$ cat src/rtl/rcs_pkg.sv
// Package: shared field positions and opcodes of the remote core start controller.
// Assumes a command word carries the opcode in its low byte and the target core index
// in the byte above it; all higher bits are unused.
package rcs_pkg;
    localparam int OP_LSB  = 0;
    localparam int OP_W    = 8;
    localparam int TGT_LSB = 8;
    localparam int TGT_W   = 8;
    localparam int CMD_USED_W = TGT_LSB + TGT_W;

    localparam logic [OP_W-1:0] OP_LOAD_PC      = 8'h04;
    localparam logic [OP_W-1:0] OP_RELEASE_HALT = 8'h02;

    // Per-core action requested by one decoded command.
    typedef struct packed {
        logic load_pc;
        logic release_halt;
    } core_act_t;
endpackage

$ cat src/rtl/rcs_cmd_decode.sv
// Module: rcs_cmd_decode
// Turns one command write into per-core action requests. At most one core receives an
// action per command. An index outside 0..NUM_CORES-1 matches no core, and an
// unknown opcode requests no action, so both fall through with no effect.
// Assumes NUM_CORES fits the target field (at most 256).
module rcs_cmd_decode
    import rcs_pkg::*;
#(
    parameter int NUM_CORES = 4
) (
    input  logic                  cmd_valid,
    input  logic [CMD_USED_W-1:0] cmd_word,
    output core_act_t             act [NUM_CORES]
);
    logic [OP_W-1:0]  opcode;
    logic [TGT_W-1:0] target;
    logic             is_load;
    logic             is_release;

    // Split the command word into its fields and classify the opcode.
    always_comb begin
        opcode     = cmd_word[OP_LSB +: OP_W];
        target     = cmd_word[TGT_LSB +: TGT_W];
        is_load    = cmd_valid && (opcode == OP_LOAD_PC);
        is_release = cmd_valid && (opcode == OP_RELEASE_HALT);
    end

    for (genvar c = 0; c < NUM_CORES; c++) begin : g_match
        logic hit;
        // Steer the action to the single core whose index equals the target field.
        always_comb begin
            hit                   = (target == TGT_W'(c));
            act[c].load_pc        = is_load && hit;
            act[c].release_halt   = is_release && hit;
        end
    end
endmodule

$ cat src/rtl/rcs_param_reg.sv
// Module: rcs_param_reg
// Holds the parameter word that software writes ahead of a command. The value is
// readable at all times and changes only when a parameter write occurs.
module rcs_param_reg #(
    parameter int DATA_W = 32
) (
    input  logic              clk,
    input  logic              rst_n,
    input  logic              wr_param,
    input  logic [DATA_W-1:0] wr_data,
    output logic [DATA_W-1:0] param_q
);
    // Capture a parameter write; clear on reset.
    always_ff @(posedge clk) begin
        if (!rst_n)        param_q <= '0;
        else if (wr_param) param_q <= wr_data;
    end
endmodule

$ cat src/rtl/rcs_core_slot.sv
// Module: rcs_core_slot
// State for one remote core: its start address, a one-cycle load strobe and its halt
// flag. A load request copies the given address and raises the strobe for the next
// cycle only. A release request clears the halt flag, and only reset sets it again.
// HALT_AT_RESET selects whether this core starts out halted.
module rcs_core_slot #(
    parameter int PC_W          = 32,
    parameter bit HALT_AT_RESET = 1'b1
) (
    input  logic            clk,
    input  logic            rst_n,
    input  logic            load_req,
    input  logic            release_req,
    input  logic [PC_W-1:0] load_addr,
    output logic [PC_W-1:0] pc_q,
    output logic            load_q,
    output logic            halted_q
);
    // Store the start address when a load request arrives.
    always_ff @(posedge clk) begin
        if (!rst_n)        pc_q <= '0;
        else if (load_req) pc_q <= load_addr;
    end

    // Raise the load strobe for exactly the cycle after a load request.
    always_ff @(posedge clk) begin
        if (!rst_n) load_q <= 1'b0;
        else        load_q <= load_req;
    end

    // Hold the halt flag; a release request clears it permanently until reset.
    always_ff @(posedge clk) begin
        if (!rst_n)           halted_q <= HALT_AT_RESET;
        else if (release_req) halted_q <= 1'b0;
    end
endmodule

$ cat src/rtl/remote_start_ctrl.sv
// Module: remote_start_ctrl
// Remote core start controller. A controlling core writes a parameter word and then
// command words through one write port. Each command selects a target core and either
// loads that core's start address from the parameter word or releases it from halt.
// Core 0 leaves reset running and all other cores leave it halted.
// Assumes PC_W <= DATA_W and NUM_CORES <= 256. Writes take effect on the next edge.
module remote_start_ctrl
    import rcs_pkg::*;
#(
    parameter int NUM_CORES = 4,
    parameter int PC_W      = 32,
    parameter int DATA_W    = 32
) (
    input  logic                      clk,
    input  logic                      rst_n,
    input  logic                      wr_en,
    input  logic                      wr_sel,
    input  logic [DATA_W-1:0]         wr_data,
    output logic [DATA_W-1:0]         rd_data,
    output logic [NUM_CORES*PC_W-1:0] core_pc,
    output logic [NUM_CORES-1:0]      core_pc_load,
    output logic [NUM_CORES-1:0]      core_halted
);
    localparam int PC_BUS_W = NUM_CORES * PC_W;

    logic              wr_param;
    logic              wr_cmd;
    logic [DATA_W-1:0] param_q;
    core_act_t         act [NUM_CORES];
    logic [PC_W-1:0]   load_addr;

    // Split the write port between the parameter and command registers.
    always_comb begin
        wr_param  = wr_en && wr_sel;
        wr_cmd    = wr_en && !wr_sel;
        load_addr = param_q[PC_W-1:0];
    end

    rcs_param_reg #(
        .DATA_W (DATA_W)
    ) u_param (
        .clk      (clk),
        .rst_n    (rst_n),
        .wr_param (wr_param),
        .wr_data  (wr_data),
        .param_q  (param_q)
    );

    rcs_cmd_decode #(
        .NUM_CORES (NUM_CORES)
    ) u_decode (
        .cmd_valid (wr_cmd),
        .cmd_word  (wr_data[CMD_USED_W-1:0]),
        .act       (act)
    );

    for (genvar c = 0; c < NUM_CORES; c++) begin : g_core
        rcs_core_slot #(
            .PC_W          (PC_W),
            .HALT_AT_RESET (c != 0)
        ) u_slot (
            .clk         (clk),
            .rst_n       (rst_n),
            .load_req    (act[c].load_pc),
            .release_req (act[c].release_halt),
            .load_addr   (load_addr),
            .pc_q        (core_pc[c*PC_W +: PC_W]),
            .load_q      (core_pc_load[c]),
            .halted_q    (core_halted[c])
        );
    end

    // Read back the parameter register.
    always_comb rd_data = param_q;

    if (PC_BUS_W < PC_W) begin : g_bad_cfg
        $error("remote_start_ctrl: NUM_CORES must be at least 1");
    end
endmodule

$ cat config.mk
export PLATFORM = sky130hd
export DESIGN_NAME = remote_start_ctrl
export DESIGN_NICKNAME = d
export VERILOG_FILES = /design/src/rtl/rcs_pkg.sv /design/src/rtl/rcs_cmd_decode.sv /design/src/rtl/rcs_param_reg.sv /design/src/rtl/rcs_core_slot.sv /design/src/rtl/remote_start_ctrl.sv
export SDC_FILE = /design/constraint.sdc
export NUM_CORES = 1
export LEC_CHECK = 0
export ABC_CLOCK_PERIOD_IN_PS = 2400
export BUFFER_PORTS_ARGS = -buffer_cell sky130_fd_sc_hd__buf_2
export CAP_MARGIN = 15
export CORE_ASPECT_RATIO = 2
export CORE_MARGIN = 3
export CORE_UTILIZATION = 34
export DETAILED_ROUTE_END_ITERATION = 12
export SLEW_MARGIN = 20
export SYNTH_ARGS = -nofsm -noshare
export SYNTH_HDL_FRONTEND = slang
export SYNTH_SLANG_ARGS = --single-unit
$ cat constraint.sdc
create_clock -name clk -period 2.4 [get_ports clk]
set_input_delay 0.6 -clock clk [delete_from_list [all_inputs] [get_ports clk]]
set_output_delay 0.6 -clock clk [all_outputs]
set_load 0.01 [all_outputs]
==> run summary, run 1 <==
Top Metal Used - met4
Detailed Place HPWL - 13.06 mm
CP max FO - 32
post-route ant nets - 0
post-synthesis cell count - 629
postcts setup bufs - 0
CTS tree - yes
switching part of the total - 0.2280
Yosys top cell area share - 0.5510
core area - 17360 um2
Synthesis Warnings - 0
Setup Skew - 9.003 ps
Die Wd - 100.5 um
Total Power - 5.660 mW
port bufs - 202
Final Max Tran Viols - 0
CP required - 2700 ps
starting density of the core - 0.3496
CP endpoint kind - flip-flop
vias in the first global route - 4979
TritonCTS buffer count - 17
final-report hold violation count - 0
leading post-synthesis cells by cell area - dfxtp_1, mux2i_1, nand2_1
crit-path leading delay family - simple AND/OR/NAND/NOR gates
Mapped Area - 6067 um2
Peak VDD IR - 0.4472 mV
post-synth top area cell - dfxtp_1
Met3 Wirelength - 903 um
# diodes - 0
Critical Path AT - 2130 ps
Yosys cell types - 21
Area after DPL - 7303 um2
hold slack - 406.9 ps
maximum clock path buffer count - 2
Setup TNS - 0 ps
sequential fraction of the synthesis area - 0.5510
Tmin final - 1830 ps
Ports - 204
maximum clock frequency - 546.6 MHz
Vias/cell - 4.753
total global-route track usage - 0.1854
Post-Syn Nets - 665
Seq pwr share - 0.497
crit path cell chain - buf_2, nor4_2, buf_4, nand4_1, or3_2, buf_12, mux2i_1
Met1 Wirelength - 6.637 mm
H-Tree Depth - 4
worst skew pair latency - 420 ps
Critical Path Slowest Stage Cell - or3_2
clock-pin slew on the worst setup and hold paths - 70 ps
Layout Nets - 853
Worst path max stage delay - 470 ps
post-cts resize count - 0
leakage - 3.525 nW
Total Wirelength - 17.81 mm
Avg Inst Size Synth - 9.646 um2
antenna violations before repair - 0
DR iter-0 viols - 129
P_int - 4.370 mW
CTS Hold Bufs - 0
largest net degree at the start of global routing - 75
final worst-path cycle share - 0.7623
Final GP Congestion - 0.7903
combinational share of power - 0.040
Max-Cap Viols - 0
R2R Setup Slk - 1570 ps
outcome - complete, no violations
share of post-route cells with drive strength above 1 - 0.3100
Psw - 1.290 mW
row count - 68
first-pass GRT wire length - 27.77 mm
Met2 Wirelength - 9.740 mm
Filler cells - 1744
CTS root buf - clkbuf_16
first-pass iteration count of the detailed router - 4
routed via count - 4938
RSZ-0062 raised after global routing - no
DIE AREA - 19580 um2
P per Cell Area - 719.1 nW/um2
Die Ht - 194.9 um
Clock power frac - 0.463
# clock sinks - 167
WS Path Type - primary input to flip-flop
# setup viols final - 0
global route overflow - 0
worst path bufs/invs - 3
DRC - 0
CP startpoint kind - primary input
Layout Area Growth over Synthesis - 29.74%
worst min path class - primary input to flip-flop
Design Area, Final - 7871 um2
wire per inst - 17.14 um
Seq cells post-synth - 167
-- sequential cells by signal, indices dropped and copies added, names as in the netlist --
signal,flops
g_core.u_slot.pc_q,128
u_param.param_q,32
g_core.u_slot.load_q,4
g_core.u_slot.halted_q,3
-- synthesized netlist by cell type (all sizes together) --
| library cell | number |
|---|---|
| a21oi | 32 |
| and2 | 1 |
| buf | 21 |
| clkbuf | 28 |
| conb | 1 |
| dfxtp | 167 |
| inv | 1 |
| mux2i | 128 |
| nand2 | 229 |
| nand2b | 2 |
| nand4 | 2 |
| nor2 | 6 |
| nor3 | 1 |
| nor4 | 2 |
| nor4b | 3 |
| o21ai | 3 |
| or2 | 1 |
| or3 | 1 |
-- area by class of cell --
class / instances / area, um2 / share of cell area
repair buffers: 218 / 1221 / 0.1551
inverters: 1 / 3.754 / 0.0004769
clock inverters: 11 / 101.3 / 0.01288
multi-input cells: 412 / 2472 / 0.3141
flip-flops and latches: 167 / 3343 / 0.4247
clock buffers: 20 / 466.7 / 0.05929
well taps: 210 / 262.8 / 0.03338
-- worst reg2reg max path: stages, from the launching register on --
cell	delay, ps
dfxtp_1	350
nand2_1	170
mux2i_1	220
-- placed cells by master, fill, tap and decap left out, drive strengths merged --
master	synthesis	routed
nor3	1	1
clkinv	0	6
buf	21	218
inv	1	1
bufinv	0	1
conb	1	1
dfxtp	167	167
nand2	229	229
and2	1	1
or3	1	1
nor4	2	2
nand4	2	2
clkinvlp	0	4
clkbuf	28	20
nor2	6	6
or2	1	1
mux2i	128	128
nor4b	3	3
nand2b	2	2
a21oi	32	32
o21ai	3	3
-- worst paths after layout --
| kind | start | to | cells past startpoint |
|---|---|---|---|
| min reg2reg | g_core[1].u_slot.pc_q[3]$_SDFFE_PN0P_ | g_core[1].u_slot.pc_q[3]$_SDFFE_PN0P_ | 2 |
| max | wr_data[13] | g_core[0].u_slot.pc_q[24]$_SDFFE_PN0P_ | 7 |
| min | wr_data[25] | u_param.param_q[25]$_SDFFE_PN0P_ | 3 |
| max reg2reg | u_param.param_q[0]$_SDFFE_PN0P_ | g_core[2].u_slot.pc_q[0]$_SDFFE_PN0P_ | 2 |
-- per-layer routing --
metal  track usage  vias to the layer above
met5             0                        -
met4       0.08446                        0
met3       0.04203                       27
met2        0.3375                      162
met1        0.1974                     2319
li1              -                     2430
-- power groups by stage --
| stage | logic (mW) | clock network (mW) | registers, mW |
|---|---|---|---|
| 3_3_place_gp | 0.230 | 0 | 2.88 |
| 5_1_grt | 0.250 | 2.79 | 2.82 |
| 3_5_place_dp | 0.229 | 0 | 2.88 |
| 4_1_cts | 0.230 | 2.69 | 2.81 |
| 2_1_floorplan | 0.106 | 0 | 2.89 |
| 6_report | 0.225 | 2.62 | 2.81 |
-- through the flow --
stage / worst slack (ps) / util / cells
6_report: 570.4 / 0.4535 / 1039
5_1_grt: 484.8 / 0.4535 / 1039
4_1_cts: 571.7 / 0.4535 / 1039
3_5_place_dp: 134.2 / 0.4208 / 1008
3_3_place_gp: 110.5 / 0.4208 / 1008
2_1_floorplan: 471.2 / - / 629
-- kinds of logic after synthesis --
family                 synth area share
buffers and inverters           0.04537
other                         0.0006181
muxes                            0.2112
and+or+nand+nor                  0.1629
DFF                              0.5510
AOI/OAI and AO/OA               0.02887
No activity file was read; power rests on OpenSTA's default activity.
==> run 2, diff against run 1 <==
ABC_CLOCK_PERIOD_IN_PS = 1600   (was 2400)
clock period = 1.6 ns   (was 2.4 ns; I/O delays follow)
==> run summary, run 2 (synthesis gave the netlist of run 1 again) <==
CTS Hold Bufs - 0
P_int - 6.398 mW
hold slack - 205.1 ps
antenna violations before repair - 0
CP required - 1950 ps
CP endpoint kind - flip-flop
Most flops, register - g_core.u_slot.pc_q
number of cells on the worst reg-to-reg path - 2
worst path bufs/invs - 3
port bufs - 202
final std cells w/o fill - 1064
CP startpoint kind - primary input
# clock sinks - 167
CTS tree - yes
post-route ant nets - 0
final-report hold violation count - 0
WHS Path Cells - 3
CTS root buf - clkbuf_16
wire per inst - 17.56 um
DRC - 0
clock-pin slew on the worst setup and hold paths - 70 ps
Critical Path AT - 1880 ps
total global-route track usage - 0.1882
Seq pwr share - 0.500
starting density of the core - 0.3496
maximum clock frequency - 654.3 MHz
Place WS - -423.7 ps
outcome - complete, no violations
TritonCTS buffer count - 17
Placed Cells - 1026
largest net degree at the start of global routing - 59
H-Tree Depth - 4
most frequent cells in the layout - nand2_1, buf_2, dfxtp_1, mux2i_1, a21oi_1
biggest regs - g_core.u_slot.pc_q: 128 flops, u_param.param_q: 32 flops, g_core.u_slot.load_q: 4 flops
Max-Cap Viols - 0
# setup viols final - 0
Critical Path Slowest Stage Cell - nor4b_4
Layout Area Growth over Synthesis - 34.85%
Tmin final - 1528 ps
leakage - 3.687 nW
Psw - 2.054 mW
Layout Nets - 877
R2R Setup Slk - 810 ps
Clock power frac - 0.454
switching part of the total - 0.2430
Final GP Congestion - 0.7594
RSZ-0062 raised after global routing - yes
Worst path max stage delay - 360 ps
row count - 68
vias in the first global route - 5024
Detailed Place HPWL - 13.32 mm
HP Start - wr_data[31]
Final Max Tran Viols - 0
Setup Skew - 8.034 ps
P per Cell Area - 1033 nW/um2
routed via count - 5056
# diodes - 0
DIE AREA - 19580 um2
combinational share of power - 0.046
crit-path leading delay family - simple AND/OR/NAND/NOR gates
share of post-route cells with drive strength above 1 - 0.3314
first-pass iteration count of the detailed router - 5
worst min path class - primary input to flip-flop
crit path cell chain - buf_2, nor4b_4, nand4_1, buf_6, nor2_4, buf_12, mux2i_1
core area - 17360 um2
Die Ht - 194.9 um
Ports - 204
Hold Path End - u_param.param_q[31]$_SDFFE_PN0P_
WS Path Type - primary input to flip-flop
Vias/cell - 4.752
global route overflow - 0
CP max FO - 26
RR Endpoint - g_core[2].u_slot.pc_q[15]$_SDFFE_PN0P_
Peak VDD IR - 0.6258 mV
Total Wirelength - 18.68 mm
DR iter-0 viols - 101
maximum clock path buffer count - 2
final worst-path cycle share - 0.9552
max FFs per register - 128
commonest non-fill, non-tap cell in the layout - nand2_1
worst skew pair latency - 430 ps
Final WS setup - 71.63 ps
Die Wd - 100.5 um
first-pass GRT wire length - 28.10 mm
RR Startpoint - u_param.param_q[15]$_SDFFE_PN0P_
==> run 2: repair_timing <==
item / CTS / global route
endpoints found under the setup margin: 0 / 63
endpoints found under the hold margin: 0 / 0
setup buffers: 0 / 3
gates resized for setup: 0 / 6
==> run 2: worst max path at each step <==
stage                           start                                     end  slack [ps]  cells after the start
after floorplan            wr_data[6]  g_core[0].u_slot.pc_q[10]$_SDFFE_PN0P_        -100                      6
after global placement    wr_data[13]  g_core[0].u_slot.pc_q[24]$_SDFFE_PN0P_        -390                      6
after detailed placement  wr_data[13]  g_core[0].u_slot.pc_q[28]$_SDFFE_PN0P_        -420                      6
after CTS                 wr_data[13]  g_core[0].u_slot.pc_q[28]$_SDFFE_PN0P_          30                      6
after global routing      wr_data[14]  g_core[2].u_slot.pc_q[24]$_SDFFE_PN0P_         -30                      7
final                      wr_data[6]  g_core[2].u_slot.pc_q[15]$_SDFFE_PN0P_          70                      7
==> run 2: stage by stage <==
step	power, mW	util	area [um2]	setup TNS [ps]
floorplan	4.490	-	6106	-7243
global placement	4.708	0.4326	7508	-39690
detailed placement	4.710	0.4326	7508	-43390
CTS	8.558	0.4645	8063	0
global route	8.739	0.4714	8182	-80.99
finish	8.451	0.4714	8182	0
==> run 2: final cells by class <==
type                    instances  area [um2]
repair buffers                242        1509
well taps                     210       262.8
multi-input cells             412        2509
inverters                       1       3.754
fillers                      1725        9175
clock buffers                  18       439.2
flip-flops and latches        167        3343
clock inverters                14       115.1
==> run 2: worst min-delay path, cell delays in order <==
cell,delay [ps]
buf_2,90
nand2_1,40
a21oi_1,50
==> run 2: per-layer routing <==
| metal | track usage | share of wire |
|---|---|---|
| met3 | 0.03843 | 0.044 |
| met5 | 0 | 0 |
| met2 | 0.3550 | 0.57 |
| met1 | 0.1944 | 0.36 |
| met4 | 0.07996 | 0.023 |
==> run 2: power groups by stage <==
stage,registers [mW],logic [mW],clock network (mW)
3_5_place_dp,4.32,0.393,0
2_1_floorplan,4.33,0.162,0
5_1_grt,4.22,0.431,4.08
4_1_cts,4.22,0.394,3.94
3_3_place_gp,4.32,0.392,0
6_report,4.22,0.391,3.84
